### src/rtl/amp_spi_pkg.sv
package amp_spi_pkg;
  typedef enum logic {
    ST_IDLE = 1'b0,
    ST_XFER = 1'b1
  } xfer_state_e;

  // half-period index at which the frame is released
  function automatic int release_phase(input int bits);
    return 2 * bits;
  endfunction
endpackage

### src/rtl/amp_spi_tick.sv
module amp_spi_tick #(
  parameter int HALF_DIV = 3
) (
  input  logic clk,
  input  logic rst_n,
  input  logic run,
  output logic tick
);
  generate
    if (HALF_DIV <= 1) begin : g_direct
      assign tick = run;
    end else begin : g_count
      localparam int CW = $clog2(HALF_DIV);
      localparam logic [CW-1:0] CNT_MAX = CW'(HALF_DIV - 1);
      logic [CW-1:0] cnt;

      always_ff @(posedge clk or negedge rst_n) begin
        if (!rst_n) cnt <= '0;
        else if (!run || cnt == CNT_MAX) cnt <= '0;
        else cnt <= cnt + 1'b1;
      end

      assign tick = run && (cnt == CNT_MAX);

      assert_tick_range_R4: assert property (@(posedge clk) disable iff (!rst_n)
        !run |=> (cnt == '0));
    end
  endgenerate
endmodule

### src/rtl/amp_spi_seq.sv
module amp_spi_seq
  import amp_spi_pkg::*;
#(
  parameter int BITS = 8
) (
  input  logic clk,
  input  logic rst_n,
  input  logic start,
  input  logic tick,
  output logic busy,
  output logic sck,
  output logic cs_n,
  output logic done,
  output logic load,
  output logic shift_en,
  output logic sample_en,
  output logic finish
);
  localparam int LAST_I = release_phase(BITS);
  localparam int IW = $clog2(LAST_I + 1);
  localparam logic [IW-1:0] LAST = IW'(LAST_I);

  xfer_state_e state;
  logic [IW-1:0] phase;

  assign busy      = (state == ST_XFER);
  assign load      = start && !busy;
  assign finish    = busy && tick && (phase == LAST);
  assign sample_en = busy && tick && !phase[0] && (phase < LAST);
  assign shift_en  = busy && tick && phase[0];

  always_ff @(posedge clk or negedge rst_n) begin
    if (!rst_n) begin
      state <= ST_IDLE;
      phase <= '0;
      sck   <= 1'b0;
      cs_n  <= 1'b1;
      done  <= 1'b0;
    end else begin
      done <= 1'b0;
      if (load) begin
        state <= ST_XFER;
        phase <= '0;
        sck   <= 1'b0;
        cs_n  <= 1'b0;
      end else if (finish) begin
        state <= ST_IDLE;
        phase <= '0;
        sck   <= 1'b0;
        cs_n  <= 1'b1;
        done  <= 1'b1;
      end else if (busy && tick) begin
        phase <= phase + 1'b1;
        sck   <= ~phase[0];
      end
    end
  end

  assert_phase_bound_R6: assert property (@(posedge clk) disable iff (!rst_n)
    phase <= LAST);
  assert_busy_start_R2: assert property (@(posedge clk) disable iff (!rst_n)
    $rose(busy) |-> $fell(cs_n));
endmodule

### src/rtl/amp_spi_shreg.sv
module amp_spi_shreg #(
  parameter int BITS = 8
) (
  input  logic            clk,
  input  logic            rst_n,
  input  logic            load,
  input  logic [BITS-1:0] load_data,
  input  logic            shift_en,
  input  logic            sample_en,
  input  logic            sdi,
  output logic            sdo,
  output logic [BITS-1:0] rx
);
  logic [BITS-1:0] tx;

  always_ff @(posedge clk or negedge rst_n) begin
    if (!rst_n) begin
      tx <= '0;
      rx <= '0;
    end else begin
      if (load) tx <= load_data;
      else if (shift_en) tx <= {tx[BITS-2:0], 1'b0};
      if (sample_en) rx <= {rx[BITS-2:0], sdi};
    end
  end

  assign sdo = tx[BITS-1];
endmodule

### src/rtl/amp_gain_spi.sv
module amp_gain_spi #(
  parameter int NIB_W    = 4,
  parameter int HALF_DIV = 3
) (
  input  logic             clk,
  input  logic             rst_n,
  input  logic             req_valid,
  output logic             req_ready,
  input  logic [NIB_W-1:0] gain_a,
  input  logic [NIB_W-1:0] gain_b,
  output logic             busy,
  output logic             sck,
  output logic             cs_n,
  output logic             mosi,
  input  logic             miso,
  output logic             done,
  output logic [NIB_W-1:0] old_a,
  output logic [NIB_W-1:0] old_b
);
  localparam int BITS = 2 * NIB_W;

  logic tick, load, shift_en, sample_en, finish;
  logic [BITS-1:0] rx_word;
  logic [BITS-1:0] result;

  assign req_ready = !busy;

  amp_spi_tick #(.HALF_DIV(HALF_DIV)) u_tick (
    .clk(clk), .rst_n(rst_n), .run(busy), .tick(tick)
  );

  amp_spi_seq #(.BITS(BITS)) u_seq (
    .clk(clk), .rst_n(rst_n), .start(req_valid), .tick(tick),
    .busy(busy), .sck(sck), .cs_n(cs_n), .done(done), .load(load),
    .shift_en(shift_en), .sample_en(sample_en), .finish(finish)
  );

  amp_spi_shreg #(.BITS(BITS)) u_shreg (
    .clk(clk), .rst_n(rst_n), .load(load), .load_data({gain_b, gain_a}),
    .shift_en(shift_en), .sample_en(sample_en), .sdi(miso),
    .sdo(mosi), .rx(rx_word)
  );

  always_ff @(posedge clk or negedge rst_n) begin
    if (!rst_n) result <= '0;
    else if (finish) result <= rx_word;
  end

  assign old_b = result[BITS-1:NIB_W];
  assign old_a = result[NIB_W-1:0];

  assert_mosi_hold_R3: assert property (@(posedge clk) disable iff (!rst_n)
    (sck && $past(sck)) |-> $stable(mosi));
  assert_sck_idle_R4: assert property (@(posedge clk) disable iff (!rst_n)
    cs_n |-> !sck);
  assert_cs_accept_R2: assert property (@(posedge clk) disable iff (!rst_n)
    $fell(cs_n) |-> $past(req_valid && req_ready));
  assert_done_release_R7: assert property (@(posedge clk) disable iff (!rst_n)
    done |-> $rose(cs_n));
  assert_mosi_idle_R9: assert property (@(posedge clk) disable iff (!rst_n)
    (cs_n && $past(cs_n)) |-> !mosi);
  assert_no_restart_R8: assert property (@(posedge clk) disable iff (!rst_n)
    (busy && $past(busy)) |-> !$fell(cs_n));
endmodule

### config.mk
export PLATFORM = sky130hd
export DESIGN_NAME = amp_gain_spi
export DESIGN_NICKNAME = d
export VERILOG_FILES = /design/src/rtl/amp_spi_pkg.sv /design/src/rtl/amp_spi_tick.sv /design/src/rtl/amp_spi_seq.sv /design/src/rtl/amp_spi_shreg.sv /design/src/rtl/amp_gain_spi.sv
export SDC_FILE = /design/constraint.sdc
export NUM_CORES = 1
export LEC_CHECK = 0
export ABC_CLOCK_PERIOD_IN_PS = 1800
export BUFFER_PORTS_ARGS = -buffer_cell sky130_fd_sc_hd__buf_2
export CORE_ASPECT_RATIO = 1.1
export CORE_MARGIN = 4
export CORE_UTILIZATION = 29
export CTS_CLUSTER_DIAMETER = 100
export CTS_CLUSTER_SIZE = 8
export DETAILED_ROUTE_END_ITERATION = 7
export GPL_TIMING_DRIVEN = 1
export PLACE_DENSITY = 0.49
export SLEW_MARGIN = 10
export SYNTH_ARGS = -nofsm -noshare
export SYNTH_HDL_FRONTEND = slang
export SYNTH_HIERARCHICAL = 1
export SYNTH_SLANG_ARGS = --single-unit
### constraint.sdc
create_clock -name clk -period 1.8 [get_ports clk]
set_input_delay 0.09 -clock clk [delete_from_list [all_inputs] [get_ports clk]]
set_output_delay 0.09 -clock clk [all_outputs]
set_load 0.1 [all_outputs]
* Word level (Yosys, flattened, before mapping)
Index checks and enable logic that the tools add are counted.
** Word-level totals
- Bits in registers :: 35
- Input bits :: 12
- Output and inout bits :: 14
- Word-level logic and storage cells :: 43
** Cells by class
- Add/sub/neg operators :: 2
- Magnitude comparators :: 1
- Equal/unequal tests :: 2
- Mux-type cells :: 15
- Bitwise logic cells :: 1
- Reductions and logical operators :: 13
** Operator list (number)
- $mux W8 :: 2
- $mux W5 :: 3
- $mux W1 :: 9
- $logic_and A1 B1 Y1 :: 7
- $add A5 B1 Y5 const B :: 1
- $eq A5 B5 Y1 const B :: 1
- $lt A5 B5 Y1 const B :: 1
- $reduce_bool A2 Y1 :: 2
- $reduce_bool A3 Y1 :: 1
- $add A2 B1 Y2 const B :: 1
- $eq A2 B2 Y1 const B :: 1
- $logic_not A1 Y1 :: 2
- $mux W2 :: 1
- $logic_or A1 B1 Y1 :: 1
- $not A1 Y1 :: 1

* Depth between registers and ports, before layout
- Word-level depth :: 6
- Mapped depth :: 7
- Gate-level depth less buffers :: 6

* Hierarchy
The synthesis kept the hierarchy.
** By module, submodules not included
- amp_spi_shreg :: times used 1, cells each 51, area an instance 700.7 um2, seq. area each 400.4 um2
- amp_spi_seq :: times used 1, cells each 39, area an instance 410.4 um2, seq. area each 201.4 um2
- amp_gain_spi :: times used 1, cells each 18, area an instance 335.3 um2, seq. area each 200.2 um2
- amp_spi_tick :: times used 1, cells each 7, area an instance 88.8 um2, seq. area each 50.0 um2

* Least setup slack after synthesis
OpenSTA, ideal clock, no wires.
- Path kind :: register to register
- Start point :: register u_seq.state, in the netlist u_seq/busy
- End point :: register u_shreg.rx[0]
- Library setup time :: 0.125 ns
- Data arrival time :: 2.196 ns
- Required time :: 1.675 ns
- Setup slack :: -0.521 ns
- Cell stages (with the launch flop) :: 6
- Buffers on the path :: 1
- Period minus slack after synthesis :: 2.321 ns
- Path through :: dfrtp_1 and2_2 nand2_1 nor3_1 buf_6 mux2_4
** Between the ends
- Word-level cells in the longest chain between the ends :: 4
** RTL lines
- start: declaration :: RTL line amp_spi_seq.sv:23 : xfer_state_e state;
- start signal: assignment :: RTL line amp_spi_seq.sv:34 : state <= ST_IDLE;
- start signal: assignment :: RTL line amp_spi_seq.sv:42 : state <= ST_XFER;
- start signal: assignment :: RTL line amp_spi_seq.sv:47 : state <= ST_IDLE;
- $logic_and A1 B1 Y1 :: RTL line amp_spi_tick.sv:23 : assign tick = run && (cnt == CNT_MAX);
- net tick :: RTL line amp_gain_spi.sv:22 : logic tick, load, shift_en, sample_en, finish;
- $logic_and A1 B1 Y1 (3 in series) :: RTL line amp_spi_seq.sv:29 : assign sample_en = busy && tick && !phase[0] && (phase < LAST);
- net sample_en :: RTL line amp_gain_spi.sv:22
- end signal: assignment :: RTL line amp_spi_shreg.sv:23 : if (sample_en) rx <= {rx[BITS-2:0], sdi};
- end: declaration :: RTL line amp_spi_shreg.sv:12 : output logic [BITS-1:0] rx
The timed path passes the listed nets, and every way through them passes these cells.
A chain may end at the register's enable or synchronous reset.

* Worst setup path after layout
- Start point :: register u_seq.phase[1]
- End point :: register result[2]
** Between the ends
- Word-level cells in the longest chain between the ends :: 2
** RTL lines
- start: declaration :: RTL line amp_spi_seq.sv:24 : logic [IW-1:0] phase;
- start signal: assignment :: RTL line amp_spi_seq.sv:53 : phase <= phase + 1'b1;
- $eq A5 B5 Y1 :: RTL line amp_spi_seq.sv:28 : assign finish = busy && tick && (phase == LAST);
- $logic_and A1 B1 Y1 :: RTL line amp_spi_seq.sv:28
- net finish :: RTL line amp_gain_spi.sv:22
- end signal: assignment :: RTL line amp_gain_spi.sv:46 : else if (finish) result <= rx_word;
- end: declaration :: RTL line amp_gain_spi.sv:24 : logic [BITS-1:0] result;
The timed path passes the listed nets, and every way through them passes these cells.

==> qor.yml <==
die-area_mm2: 0.00652
die_w_um: 77.4
netlist_area_mm2: 0.00154
clockRootBuffer: "clkbuf_8"
clock_latency_ns: 0.28
synth-seq-cells: 34
die_y_um: 84.3
arrival_ns: 1.87
grt_overflow_total: 0
synth_common_cells: "dfrtp_1 (33), mux2_4 (16), nand2_1 (10)"
ys_dominant_reg_cell: "dfrtp_1"
nets: 167
setup_tns_ns: 0
power_leakage_nw: 0.906
diodes: 0
ios: 26
viasPerCell: 4.61
critPathLaunchType: "flop"
end_kind: "flop"
crit_required_ns: 1.96
postLayoutCoreUtil: 0.372
num_rows: 27
drcViolationCount: 0
drive_gt1_frac: 0.429
syn_area_per_cell_um2: 13.3
clk_pin_slew_ns: 0.07
hold_violations: 0
grt_usage: 0.0946
tightestPinTransition_ns: 0.750
yosysMostFrequentCell: "dfrtp_1"
synthesis.nets: 129
synth_cell_types: 27
synth_edf_count: 0
cts_tree: "yes"
peakVddDrop_uv: 700
rrSetupSlack_ns: 0.09
synth.top_cell.area_share: 0.538
wirelength_um: 2810
syn_inst: 115
gp_congestion: 0.753
fin_crit_sh: 0.950
ctsHtreeMaxLevel: 2
crit_path_start: "u_seq/phase[1]"
drv_slew: 0
grt_max_degree: 35
rsz0062_at_grt: "true"
crit_type: "flop to flop"
syn2layout_area_growth_pct: 22.8
synth-seq-area-share: 0.555
fmax_mhz: 585
drtIter0Drc: 18
skew_ns: 0.00382
cts_num_sinks: 34
grt_pass1_vias: 1019
slew-limit-headroom: 0.500
coreArea_mm2: 0.00507
setup_viol: 0
power_density_mw_per_mm2: 1470
numCtsBuffers: 5
vias: 977
post-dp-hpwl_um: 2010
regToRegStartpoint: "u_seq/phase[1]"
maxCapViolations: 0
min_from: "gain_a[2]"
post_cts_buffers: 0
outcome: "complete, no violations"
period_needed_ns: 1.71
yosys_warnings: 6
ys_top_cells_by_area: "dfrtp_1 (54%), mux2_4 (16%), mux2i_1 (5.9%)"
drtPass1Iterations: 4
ant_nets: 0
ys_async_sr_fraction: 1.00
clockBufferDepth: 2
total_power_mw: 2.78
wire_per_inst_um: 13.3
synth_top_area_cell: "dfrtp_1"
grt_pass1_wl_um: 4870
min_path_type: "input port to flop"
start_util: 0.303
critPathMaxFanout: 6
io_buffers: 25
antenna_found_initial: 0
-- registers in the layout, indices dropped and copies added, names as in the netlist --
| register | cells |
|---|---|
| result | 8 |
| u_shreg/tx | 8 |
| u_seq/done | 1 |
| u_seq/cs_n | 1 |
| u_seq/phase | 5 |
| u_seq/busy | 1 |
| u_shreg/rx | 8 |
| u_tick/g_count.cnt | 2 |
-- final cells by class --
class / count / area, um^2
multi-input cells: 74 / 636
inverters: 3 / 11.3
clock buffers: 7 / 76.3
clock inverters: 1 / 30.0
well taps: 58 / 72.6
fillers: 495 / 3180
repair buffers: 35 / 203
flip-flops and latches: 34 / 857
-- worst paths after layout --
path / end / depth (start not counted)
setup / recovery: result[2] / 4
hold / removal: u_shreg/tx[2] / 3
setup reg to reg: result[2] / 4
hold reg to reg: u_tick/g_count.cnt[0] / 1
max in group asynchronous: u_seq/busy / 2
min in group asynchronous: u_shreg/tx[3] / 2
-- critical path: stages, from the launching register on --
cell     delay [ns]
dfrtp_1        0.38
or4b_4         0.57
nor3_4         0.14
buf_4          0.19
mux2_4         0.31
-- placed cells by master, fill, tap and decap left out, types with 3 or more instances in the layout --
cell,instances
buf_4,9
clkbuf_8,5
nand3_1,4
nand2_1,9
buf_2,25
inv_1,3
mux2_4,16
nor2_1,4
a21oi_1,3
mux2i_1,9
o21ai_1,7
dfrtp_1,31
-- stage by stage --
| stage | worst slack, ns | hold WS, ns | cells | instance area, um^2 |
|---|---|---|---|---|
| after floorplan | 0.0268 | -0.206 | 115 | 1540 |
| after global placement | 0.112 | 0.197 | 203 | 1760 |
| after detailed placement | 0.0786 | 0.211 | 203 | 1760 |
| after CTS | 0.0653 | 0.0180 | 212 | 1880 |
| after global routing | -0.00476 | 0.0153 | 212 | 1890 |
| final | 0.0905 | 0.0222 | 212 | 1890 |
-- power breakdown --
| group | switching (mW) | total [mW] | leakage, nW | internal, mW |
|---|---|---|---|---|
| registers | 0.168 | 1.16 | 0.433 | 0.996 |
| clock network | 0.260 | 0.674 | 0.0524 | 0.414 |
| logic | 0.497 | 0.940 | 0.421 | 0.443 |
| total | 0.924 | 2.78 | 0.906 | 1.85 |
-- layer usage --
layer  up-vias  global-route usage  routed length [um]
met1       465               0.118                1300
li1        484                   -                   -
met5         -                   0                   0
met4         0              0.0437                  40
met3         4              0.0386                 184
met2        24               0.143                1280
-- cell families (layout without fill, tap and decap cells) --
| kind of cell | count (synthesis) | after routing | synth area share |
|---|---|---|---|
| adders and majority gates | 2 | 2 | 0.0163 |
| and+or+nand+nor | 32 | 32 | 0.119 |
| muxes | 26 | 26 | 0.222 |
| DFF | 34 | 34 | 0.555 |
| buffers and inverters | 7 | 46 | 0.0367 |
| AOI/OAI and AO/OA | 14 | 14 | 0.0505 |
-- timing repair --
action,in CTS,in global routing
endpoints found under the hold margin,33,0
hold buffers,1,0
gates resized for setup,0,1
endpoints found under the setup margin,0,8
Note: power is estimated with default switching activity, not from simulation.
